==> config.mk <==
export PLATFORM = sky130hd
export DESIGN_NAME = irq_tick_ctrl
export DESIGN_NICKNAME = d
export VERILOG_FILES = /design/src/rtl/irq_tick_pkg.sv /design/src/rtl/irq_tick_div.sv /design/src/rtl/irq_isa_fold.sv /design/src/rtl/irq_tick_ctrl.sv
export SDC_FILE = /design/constraint.sdc
export NUM_CORES = 1
export LEC_CHECK = 0
export BUFFER_PORTS_ARGS = -buffer_cell sky130_fd_sc_hd__buf_2
export CORE_MARGIN = 4
export CORE_UTILIZATION = 43
export DETAILED_ROUTE_END_ITERATION = 8
export PLACE_DENSITY_LB_ADDON = 0.12
export SLEW_MARGIN = 5
export SYNTH_ARGS = -nofsm -noshare
export SYNTH_HDL_FRONTEND = slang
export SYNTH_SLANG_ARGS = --single-unit
==> constraint.sdc <==
create_clock -name clk -period 1.86 [get_ports clk]
set_clock_uncertainty 0.05 [all_clocks]
set_input_delay 0.093 -clock clk [delete_from_list [all_inputs] [get_ports clk]]
set_output_delay 0.093 -clock clk [all_outputs]
set_load 0.01 [all_outputs]
==> src/rtl/irq_tick_pkg.sv <==
package irq_tick_pkg;

  localparam logic [3:0] A_STAT  = 4'd0;
  localparam logic [3:0] A_EXT   = 4'd1;
  localparam logic [3:0] A_FRATE = 4'd2;
  localparam logic [3:0] A_SRATE = 4'd3;
  localparam logic [3:0] A_SEN   = 4'd4;
  localparam logic [3:0] A_XEN   = 4'd5;
  localparam logic [3:0] A_KEN   = 4'd6;
  localparam logic [3:0] A_FCLR  = 4'd7;
  localparam logic [3:0] A_SCLR  = 4'd8;

  localparam int unsigned ISA_IN = 9;
  localparam int unsigned ISA_ST = 8;

  // clock cycles per tick, never below 2
  function automatic int unsigned div_cycles(int unsigned clk_hz, int unsigned rate_hz);
    int unsigned p;
    p = clk_hz / rate_hz;
    return (p < 2) ? 2 : p;
  endfunction

  // lines 10 and 11 share one status bit
  function automatic logic [ISA_ST-1:0] fold_isa(logic [ISA_IN-1:0] raw);
    return {raw[8], raw[7], raw[6] | raw[5], raw[4], raw[3], raw[2], raw[1], raw[0]};
  endfunction

endpackage

==> src/rtl/irq_tick_div.sv <==
module irq_tick_div #(
  parameter int unsigned CNT_W  = 20,
  parameter int unsigned P_SLOW = 4,
  parameter int unsigned P_FAST = 2
) (
  input  logic             clk,
  input  logic             rst_n,
  input  logic             run,
  input  logic             fast,
  input  logic             restart,
  output logic             tick,
  output logic [CNT_W-1:0] cnt
);

  logic [CNT_W-1:0] cnt_q;
  logic [CNT_W-1:0] last;

  assign last = fast ? CNT_W'(P_FAST - 1) : CNT_W'(P_SLOW - 1);
  assign tick = run && !restart && (cnt_q == last);
  assign cnt  = cnt_q;

  always_ff @(posedge clk or negedge rst_n) begin
    if (!rst_n)                   cnt_q <= '0;
    else if (restart || !run)     cnt_q <= '0;
    else if (cnt_q == last)       cnt_q <= '0;
    else                          cnt_q <= cnt_q + 1'b1;
  end

endmodule

==> src/rtl/irq_isa_fold.sv <==
module irq_isa_fold
  import irq_tick_pkg::*;
(
  input  logic              clk,
  input  logic              rst_n,
  input  logic [ISA_IN-1:0] raw,
  output logic [ISA_ST-1:0] folded,
  output logic              any
);

  logic [ISA_IN-1:0] raw_q;

  always_ff @(posedge clk or negedge rst_n) begin
    if (!rst_n) raw_q <= '0;
    else        raw_q <= raw;
  end

  assign folded = fold_isa(raw_q);
  assign any    = |folded;

endmodule

==> src/rtl/irq_tick_ctrl.sv <==
module irq_tick_ctrl
  import irq_tick_pkg::*;
#(
  parameter int unsigned CLK_HZ         = 40_000_000,
  parameter int unsigned FRAME_SLOW_HZ  = 50,
  parameter int unsigned FRAME_FAST_HZ  = 200,
  parameter int unsigned SAMPLE_SLOW_HZ = 10_000,
  parameter int unsigned SAMPLE_FAST_HZ = 20_000,
  parameter int unsigned ADDR_W         = 4,
  parameter int unsigned DATA_W         = 8
) (
  input  logic              clk,
  input  logic              rst_n,
  input  logic              bus_wr,
  input  logic              bus_rd,
  input  logic [ADDR_W-1:0] bus_addr,
  input  logic [DATA_W-1:0] bus_wdata,
  output logic [DATA_W-1:0] bus_rdata,
  input  logic              kbd_req,
  input  logic [8:0]        isa_req,
  output logic              irq_lvl2,
  output logic              irq_lvl4
);

  localparam int unsigned F_SLOW_P = div_cycles(CLK_HZ, FRAME_SLOW_HZ);
  localparam int unsigned F_FAST_P = div_cycles(CLK_HZ, FRAME_FAST_HZ);
  localparam int unsigned S_SLOW_P = div_cycles(CLK_HZ, SAMPLE_SLOW_HZ);
  localparam int unsigned S_FAST_P = div_cycles(CLK_HZ, SAMPLE_FAST_HZ);
  localparam int unsigned F_CNT_W  = $clog2(F_SLOW_P + 1);
  localparam int unsigned S_CNT_W  = $clog2(S_SLOW_P + 1);

  // register state
  logic frame_fast, samp_fast, samp_en, ext_en, kbd_en;
  logic frame_pend, samp_pend, kbd_q;

  // named events
  logic                wr_frate, wr_srate, wr_sen, wr_xen, wr_ken;
  logic                frame_clr_wr, samp_clr_wr;
  logic                frame_restart, samp_restart;
  logic                frame_tick, samp_tick;
  logic [F_CNT_W-1:0]  frame_cnt;
  logic [S_CNT_W-1:0]  samp_cnt;
  logic [ISA_ST-1:0]   ext_stat;
  logic                ext_any;
  logic [DATA_W-1:0]   rd_mux;

  function automatic logic hit(logic [ADDR_W-1:0] a, logic [3:0] reg_a);
    return a == ADDR_W'(reg_a);
  endfunction

  assign wr_frate      = bus_wr && hit(bus_addr, A_FRATE);
  assign wr_srate      = bus_wr && hit(bus_addr, A_SRATE);
  assign wr_sen        = bus_wr && hit(bus_addr, A_SEN);
  assign wr_xen        = bus_wr && hit(bus_addr, A_XEN);
  assign wr_ken        = bus_wr && hit(bus_addr, A_KEN);
  assign frame_clr_wr  = bus_wr && hit(bus_addr, A_FCLR);
  assign samp_clr_wr   = bus_wr && hit(bus_addr, A_SCLR);
  assign frame_restart = wr_frate;
  assign samp_restart  = wr_srate || wr_sen;

  irq_tick_div #(
    .CNT_W (F_CNT_W),
    .P_SLOW(F_SLOW_P),
    .P_FAST(F_FAST_P)
  ) u_frame_div (
    .clk    (clk),
    .rst_n  (rst_n),
    .run    (1'b1),
    .fast   (frame_fast),
    .restart(frame_restart),
    .tick   (frame_tick),
    .cnt    (frame_cnt)
  );

  irq_tick_div #(
    .CNT_W (S_CNT_W),
    .P_SLOW(S_SLOW_P),
    .P_FAST(S_FAST_P)
  ) u_samp_div (
    .clk    (clk),
    .rst_n  (rst_n),
    .run    (samp_en),
    .fast   (samp_fast),
    .restart(samp_restart),
    .tick   (samp_tick),
    .cnt    (samp_cnt)
  );

  irq_isa_fold u_isa_fold (
    .clk   (clk),
    .rst_n (rst_n),
    .raw   (isa_req),
    .folded(ext_stat),
    .any   (ext_any)
  );

  // control registers
  always_ff @(posedge clk or negedge rst_n) begin
    if (!rst_n) begin
      frame_fast <= 1'b0;
      samp_fast  <= 1'b0;
      samp_en    <= 1'b0;
      ext_en     <= 1'b0;
      kbd_en     <= 1'b0;
      kbd_q      <= 1'b0;
    end else begin
      if (wr_frate) frame_fast <= bus_wdata[0];
      if (wr_srate) samp_fast  <= bus_wdata[0];
      if (wr_sen)   samp_en    <= bus_wdata[0];
      if (wr_xen)   ext_en     <= bus_wdata[0];
      if (wr_ken)   kbd_en     <= bus_wdata[0];
      kbd_q <= kbd_req;
    end
  end

  // sticky flags, a tick wins over a clear in the same cycle
  always_ff @(posedge clk or negedge rst_n) begin
    if (!rst_n) begin
      frame_pend <= 1'b0;
      samp_pend  <= 1'b0;
    end else begin
      if (frame_tick)        frame_pend <= 1'b1;
      else if (frame_clr_wr) frame_pend <= 1'b0;
      if (samp_tick)         samp_pend  <= 1'b1;
      else if (samp_clr_wr)  samp_pend  <= 1'b0;
    end
  end

  // read side
  always_comb begin
    rd_mux = '0;
    if (hit(bus_addr, A_STAT)) begin
      rd_mux[0] = frame_pend;
      rd_mux[1] = kbd_q;
      rd_mux[2] = ext_any;
      rd_mux[3] = samp_pend;
    end else if (hit(bus_addr, A_EXT)) begin
      rd_mux[ISA_ST-1:0] = ext_stat;
    end else if (hit(bus_addr, A_FRATE)) begin
      rd_mux[0] = frame_fast;
    end else if (hit(bus_addr, A_SRATE)) begin
      rd_mux[0] = samp_fast;
    end else if (hit(bus_addr, A_SEN)) begin
      rd_mux[0] = samp_en;
    end else if (hit(bus_addr, A_XEN)) begin
      rd_mux[0] = ext_en;
    end else if (hit(bus_addr, A_KEN)) begin
      rd_mux[0] = kbd_en;
    end
  end

  always_ff @(posedge clk or negedge rst_n) begin
    if (!rst_n)      bus_rdata <= '0;
    else if (bus_rd) bus_rdata <= rd_mux;
    else             bus_rdata <= '0;
  end

  assign irq_lvl2 = frame_pend | (kbd_q & kbd_en) | (ext_any & ext_en);
  assign irq_lvl4 = samp_pend;

endmodule

==> results of run 1 <==
[state kept, by name (all words and copies together), names as in the netlist]
name              flops
u_frame_div.cnt      20
u_samp_div.cnt       12
u_isa_fold.raw_q      9
bus_rdata             8
ext_en                1
frame_fast            1
frame_pend            1
irq_lvl4              1
kbd_en                1
kbd_q                 1
samp_en               1
samp_fast             1
[repair_timing]
action / in CTS / in global routing
endpoints found under the hold margin: 35 / 0
gates resized for setup: 0 / 0
hold buffers: 12 / 0
[power by group through the flow]
| stage | sequential (W) | combinational (W) | clock [W] |
|---|---|---|---|
| after CTS | 0.00157 | 0.000610 | 0.00126 |
| after global routing | 0.00160 | 0.000681 | 0.00131 |
| after floorplan | 0.00158 | 0.000373 | 0 |
| after detailed placement | 0.00159 | 0.000587 | 0 |
| final | 0.00157 | 0.000599 | 0.00122 |
| after global placement | 0.00159 | 0.000579 | 0 |
[cell usage in the layout (no fill, tap or decap), drive strengths merged, types with 3 or more instances in the layout]
master,netlist,layout
a211oi,6,6
and3,5,5
and4,4,4
buf,6,46
clkbuf,6,13
dfrtp,57,57
dlygate4sd3,0,12
inv,5,5
mux2,5,5
mux2i,4,4
nand2,10,10
nand2b,3,3
nand3,11,11
nand4,11,11
nor2,25,25
nor3,21,21
o21ai,6,6
o31ai,3,3
or3,3,3
or4,3,3
xnor2,10,10
xor2,13,13
[worst max-delay path, stage by stage, from the launching register on]
cell      delay [ps]
dfrtp_1          420
and4_1           280
nand3_2          150
or4_1            540
a211oi_2         210
[per-stage QoR]
stage	instances	util	total power [W]	setup WS (ps)	hold slack (ps)
finish	377	0.553	0.00339	117	23.0
global route	377	0.553	0.00359	16.7	13.8
CTS	377	0.553	0.00345	110	3.76
detailed placement	350	0.497	0.00218	123	70.3
global placement	350	0.497	0.00217	149	71.5
floorplan	241	-	0.00195	211	-253
[per-layer routing]
| layer | wire, µm | track usage | up-vias |
|---|---|---|---|
| met1 | 2520 | 0.211 | 951 |
| met2 | 2450 | 0.237 | 32 |
| met4 | 123 | 0.0850 | 0 |
| met3 | 258 | 0.0482 | 12 |
| met5 | 0 | 0 | - |
| li1 | - | - | 980 |
[how the worst max path moves through the flow]
stage,start,cells past startpoint,endpoint,slack [ps]
after CTS,u_frame_div.cnt[10],4,u_frame_div.cnt[19],110
after global placement,u_frame_div.cnt[10],4,u_frame_div.cnt[19],150
final,u_frame_div.cnt[10],4,u_frame_div.cnt[19],120
after floorplan,u_frame_div.cnt[14],4,u_frame_div.cnt[6],210
after global routing,u_frame_div.cnt[10],4,u_frame_div.cnt[19],20
after detailed placement,u_frame_div.cnt[10],4,u_frame_div.cnt[19],120
[cell families after synthesis]
| family | synth area share |
|---|---|
| AOI/OAI and AO/OA | 0.0639 |
| xor gates and xnor gates | 0.0751 |
| adders and majority gates | 0.00932 |
| buffers and inverters | 0.0382 |
| DFF | 0.531 |
| muxes | 0.0443 |
| and+or+nand+nor | 0.238 |
[area by class of cell]
class | count | area, µm²
flip-flops and latches | 57 | 1430
repair buffers | 58 | 395
multi-input cells | 167 | 1160
clock inverters | 2 | 35.0
fillers | 533 | 2680
well taps | 75 | 93.8
clock buffers | 13 | 179
inverters | 5 | 18.8
==> flow_summary.toml, run 1 <==
[timing]
hold_violations = 0
finalSetupTns_ps = 0
tightest_slew_ps = 576
finalMaxSlewViolations = 0
min_period_over_period = 0.937
slew_headroom = 0.616
min_period_ps = 1740
rsz0062_at_grt = "no"
setup_viol = 0
timing.fmax_mhz = 574

[power]
cellInternalPower_w = 0.00248
power_density_nw_per_um2 = 1020
clkPwrFrac = 0.359
pwr-share-seq = 0.464
p_comb_frac = 0.177
power_switching_w = 0.000907
ir_drop_mv = 0.620
sw_frac_of_total = 0.268
p_leak_nw = 1.45

[synthesis]
synth-main-ff-cell = "dfrtp_1"
avgSynthCellArea_um2 = 11.1
async_flop_share = 1.00
yosysSeqAreaShare = 0.531
yosysTopAreaCellShare = 0.531
ys_types = 49
ys_ff_latch = 57
synth_common_cells = "dfrtp_1, nor2_1, nor3_1, xor2_1, nand4_1"
synth_area_um2 = 2680
synth_top_cells_by_area = "dfrtp_1, xor2_1, nor3_1"
postSynthNetCount = 269
synth_warnings = 0
yosysTopAreaCell = "dfrtp_1"
synthMostInstantiatedCell = "dfrtp_1"
synth-edff-count = 0
syn-instance-count = 241

[detailed_routing]
viasPerCell = 5.24
wl_um = 5350
dr.first_iter.drc_count = 89
wl_per_cell_um = 14.2
drc = 0
vias = 1975
drtAntennaViolNets = 0
dr.pass1.iters = 5

[placement]
dp_hpwl_um = 3740
port_buffers = 28
place_area_um2 = 2980
gp_congestion = 0.744

[run_status]
outcome = "finished clean"

[run]
cap_violations = 0

[critical_path]
critPathLaunchType = "flip-flop"
rr_worst_depth = 4
cp-end-kind = "flip-flop"
reg2reg_slack_ps = 120
critPathMaxFanout = 8
worstReg2RegEnd = "u_frame_div.cnt[19]"
crit_required_ps = 2060
critical_path_class = "flip-flop to flip-flop"
reg2reg_from = "u_frame_div.cnt[10]"
cp.arrival_ps = 1950

[global_routing]
grt_overflow_total = 0
grt_pass1_vias = 1949
grt_max_degree = 27
groute.usage.overall = 0.160
grt_pass1_wl_um = 9310
grt_antenna_before_repair = 0

[floorplan]
die_h_um = 87
fp-row-count = 28
die_width_um = 87
fp.coreArea_um2 = 5990
ios = 36
start_util = 0.448
dieArea_um2 = 7570

[clock_network]
h-tree-depth = 3
clkTransAtPathRegs_ps = 60
root_buffer = "clkbuf_8"
numCtsBuffers = 9
clkLatencyLatePin_ps = 340
cts.path.max_buffers = 2
postCtsSetupRepairBufs = 0
cts_sinks = 57
cts_tree = "built"

[final_layout]
antenna_cells = 0
drive_above_1_share = 0.255
layout.nets = 326
fin_area_um2 = 3310
area_growth_pct = 23.4

[min_path]
min-delay-start = "bus_wdata[0]"
hold_class = "primary input to flip-flop"
hold_path_depth = 2
min_to = "samp_fast"
Power figures use the tool's default switching activity.
==> run 2: changes to the inputs <==
Settings changed: CORE_MARGIN 4 to 1.
Clock period 1.86 ns to 2.1 ns, I/O delays scaled along.
==> flow_summary.toml, run 2 (synthesis results as in run 1) <==
[timing]
slew_headroom = 0.489
min_period_ps = 1880
finalMaxSlewViolations = 0
tightest_slew_ps = 766
timing.fmax_mhz = 532
hold_ws_ps = 10.2
setup_viol = 0
rsz0062_at_grt = "no"
hold_violations = 0
finalSetupTns_ps = 0
min_period_over_period = 0.895

[floorplan]
start_util = 0.451
die_h_um = 81
die_width_um = 81
dieArea_um2 = 6560
fp-row-count = 28
ios = 36
fp.coreArea_um2 = 5960

[critical_path]
cp.arrival_ps = 2070
crit_required_ps = 2290
cp-end-kind = "flip-flop"
critPathLaunchType = "flip-flop"
critical_path_class = "flip-flop to flip-flop"
critPathMaxFanout = 6

[power]
pwr-share-seq = 0.466
clkPwrFrac = 0.385
p_leak_nw = 1.41
cellInternalPower_w = 0.00222
ir_drop_mv = 0.592
power_density_nw_per_um2 = 933
sw_frac_of_total = 0.273
fin_total_pwr_w = 0.00305
power_switching_w = 0.000833
p_comb_frac = 0.150

[detailed_routing]
maxUsedRoutingLayer = "met4"
drtAntennaViolNets = 0
wl_met1_um = 2570
dr.pass1.iters = 4
drc = 0
vias = 1917
met3_length_um = 178
wl_per_cell_um = 14.2
wl_met2_um = 2430
dr.first_iter.drc_count = 72
viasPerCell = 5.18
wl_um = 5260

[run]
cap_violations = 0

[final_layout]
drive_above_1_share = 0.237
antenna_cells = 0
layout.nets = 318
fin_area_um2 = 3270
layout_common_cells = "dfrtp_1, buf_2, nor2_1"
post-route-util = 0.549
area_growth_pct = 21.8
final_common_cell = "dfrtp_1"
fillers = 531
largest_register_ffs = 20

[run_status]
outcome = "finished clean"

[placement]
dp_hpwl_um = 3540
port_buffers = 28
place_area_um2 = 2920
gp_congestion = 0.790

[global_routing]
grt_pass1_wl_um = 9060
grt_pass1_vias = 1906
grt_overflow_total = 0
groute.usage.overall = 0.186
grt_max_degree = 36
grt_antenna_before_repair = 0

[min_path]
hold_class = "primary input to flip-flop"

[clock_network]
cts_sinks = 57
cts.path.max_buffers = 2
clkTransAtPathRegs_ps = 70
numCtsBuffers = 9
cts_tree = "built"
h-tree-depth = 3
root_buffer = "clkbuf_8"
clkLatencyLatePin_ps = 330
-- run 2: routing by layer --
layer,GRT usage,vias up
met3,0.0708,8
li1,-,965
met5,0,-
met2,0.282,30
met1,0.243,914
met4,0.0607,0
-- run 2: cell type report --
cell class	count	area, µm²	share of cell area
well taps	75	93.8	0.0287
clock inverters	5	77.6	0.0237
flip-flops and latches	57	1430	0.436
multi-input cells	167	1160	0.356
repair buffers	50	335	0.103
clock buffers	11	151	0.0463
inverters	5	18.8	0.00574
-- run 2: critical path, stage by stage, from the launching register on --
cell and delay [ps]:
dfrtp_1 440, and4_1 430, nand3_4 140, or4_1 500
a211oi_2 240
-- run 2: worst paths after layout --
kind	start	end	slack, ps	cells past startpoint
worst max-delay path	u_frame_div.cnt[7]	u_frame_div.cnt[19]	220	4
worst min-delay path	bus_wdata[0]	samp_fast	10	2
worst max register to register	u_frame_div.cnt[7]	u_frame_div.cnt[19]	220	4
worst min register to register	u_frame_div.cnt[0]	u_frame_div.cnt[0]	410	1
max in group asynchronous	rst_n	u_frame_div.cnt[9]	990	3
min in group asynchronous	rst_n	u_samp_div.cnt[8]	330	2
-- run 2: what timing repair did --
action / in CTS / in global routing
buffers inserted: 0 / 0
hold buffers: 12 / 0
hold endpoints to repair: 44 / 0
resized for setup: 0 / 0
-- run 2: through the flow --
step	setup WS, ps	cells
after floorplan	451	241
after global placement	282	342
after detailed placement	205	342
after CTS	214	370
after global routing	112	370
final	221	370
-- run 2: power by group through the flow --
stage | Sequential [W] | Clock [W] | Combinational [W]
2_1_floorplan | 0.00140 | 0 | 0.000331
3_3_place_gp | 0.00143 | 0 | 0.000440
3_5_place_dp | 0.00144 | 0 | 0.000449
4_1_cts | 0.00142 | 0.00121 | 0.000466
5_1_grt | 0.00145 | 0.00127 | 0.000525
6_report | 0.00142 | 0.00117 | 0.000457
==> run 3: changes to the inputs <==
Settings changed: PLACE_DENSITY from default to 0.6, PLACE_DENSITY_LB_ADDON 0.12 to default.
==> flow_summary.toml, run 3 (synthesis results as in run 1) <==
[run_status]
outcome = "finished clean"

[global_routing]
grt_overflow_total = 0
grt_max_degree = 26
grt_pass1_wl_um = 9060
grt_antenna_before_repair = 0
groute.usage.overall = 0.186
grt_pass1_vias = 1981

[timing]
timing.fmax_mhz = 545
min_period_ps = 1840
tightest_slew_ps = 498
setup_viol = 0
rsz0062_at_grt = "no"
finalSetupTns_ps = 0
finalMaxSlewViolations = 0
hold_violations = 0
min_period_over_period = 0.874
slew_headroom = 0.668
hold_ws_ps = 40.9

[critical_path]
critical_path_class = "flip-flop to flip-flop"
critPathMaxFanout = 6
cp-end-kind = "flip-flop"
cp.arrival_ps = 2030
critPathLaunchType = "flip-flop"
crit_required_ps = 2300

[detailed_routing]
drc = 0
wl_per_cell_um = 13.8
vias = 1949
dr.first_iter.drc_count = 37
dr.pass1.iters = 4
drtAntennaViolNets = 0
wl_um = 5120
viasPerCell = 5.27

[placement]
place_area_um2 = 2930
gp_congestion = 0.728
dp_hpwl_um = 3470
port_buffers = 28

[min_path]
hold_class = "primary input to flip-flop"

[run]
cap_violations = 0

[final_layout]
fillers = 526
layout.nets = 318
drive_above_1_share = 0.237
final_common_cell = "dfrtp_1"
layout_common_cells = "dfrtp_1, buf_2, nor2_1"
antenna_cells = 0
largest_register_ffs = 20
area_growth_pct = 22.2
fin_area_um2 = 3280

[clock_network]
cts_tree = "built"
numCtsBuffers = 9
cts.path.max_buffers = 2
cts_hold_buf = 12
cts_sinks = 57
h-tree-depth = 3
cts_resized = 0
postCtsSetupRepairBufs = 0
clkLatencyLatePin_ps = 330
root_buffer = "clkbuf_8"
clkTransAtPathRegs_ps = 70

[floorplan]
die_width_um = 81
ios = 36
fp-row-count = 28
fp.coreArea_um2 = 5960
die_h_um = 81
dieArea_um2 = 6560
start_util = 0.451

[power]
power_density_nw_per_um2 = 924
ir_drop_mv = 0.484
p_leak_nw = 1.42
==> run 3: layout make-up <==
cell class | count | area (µm²) | area share
inverter | 5 | 18.8 | 0.00572
tap | 75 | 93.8 | 0.0286
multi-input combinational | 167 | 1160 | 0.355
clock buffer | 9 | 124 | 0.0378
clock inverter | 7 | 104 | 0.0317
timing repair buffer | 50 | 348 | 0.106
sequential | 57 | 1430 | 0.435
==> run 3: per-layer routing <==
| metal | GRT usage | part of all wire |
|---|---|---|
| met1 | 0.229 | 0.47 |
| met2 | 0.299 | 0.48 |
| met3 | 0.0618 | 0.044 |
| met4 | 0.0732 | 0.0051 |
| met5 | 0 | 0 |
==> run 3: stage by stage <==
step           utilization  cells  setup WS (ps)  total power [W]
2_1_floorplan            -    241            451          0.00173
3_3_place_gp         0.492    342            322          0.00188
3_5_place_dp         0.492    342            283          0.00189
4_1_cts              0.551    370            264          0.00308
5_1_grt              0.551    370            148          0.00321
6_report             0.551    370            265          0.00303
==> run 3: final timing paths <==
kind                                     from  slack (ps)  depth (start not counted)             endpoint
max                        u_frame_div.cnt[8]         260                          4  u_frame_div.cnt[18]
min                              bus_wdata[0]          40                          2               ext_en
max reg2reg                u_frame_div.cnt[8]         260                          4  u_frame_div.cnt[18]
min reg2reg                u_frame_div.cnt[0]         410                          1   u_frame_div.cnt[0]
max in group asynchronous               rst_n        1220                          3  u_isa_fold.raw_q[1]
min in group asynchronous               rst_n         220                          2   u_samp_div.cnt[10]
==> run 3: worst max-delay path, stage by stage (launching register included) <==
cell,delay [ps]
dfrtp_1,410
and4_1,430
nand3_4,140
or4_1,510
a211oi_2,220
==> run 3: power breakdown <==
group / switching, W / leakage (nW) / internal (W)
logic: 0.000237 / 0.562 / 0.000245
clock network: 0.000461 / 0.114 / 0.000679
registers: 0.000154 / 0.741 / 0.00126
total: 0.000851 / 1.42 / 0.00218
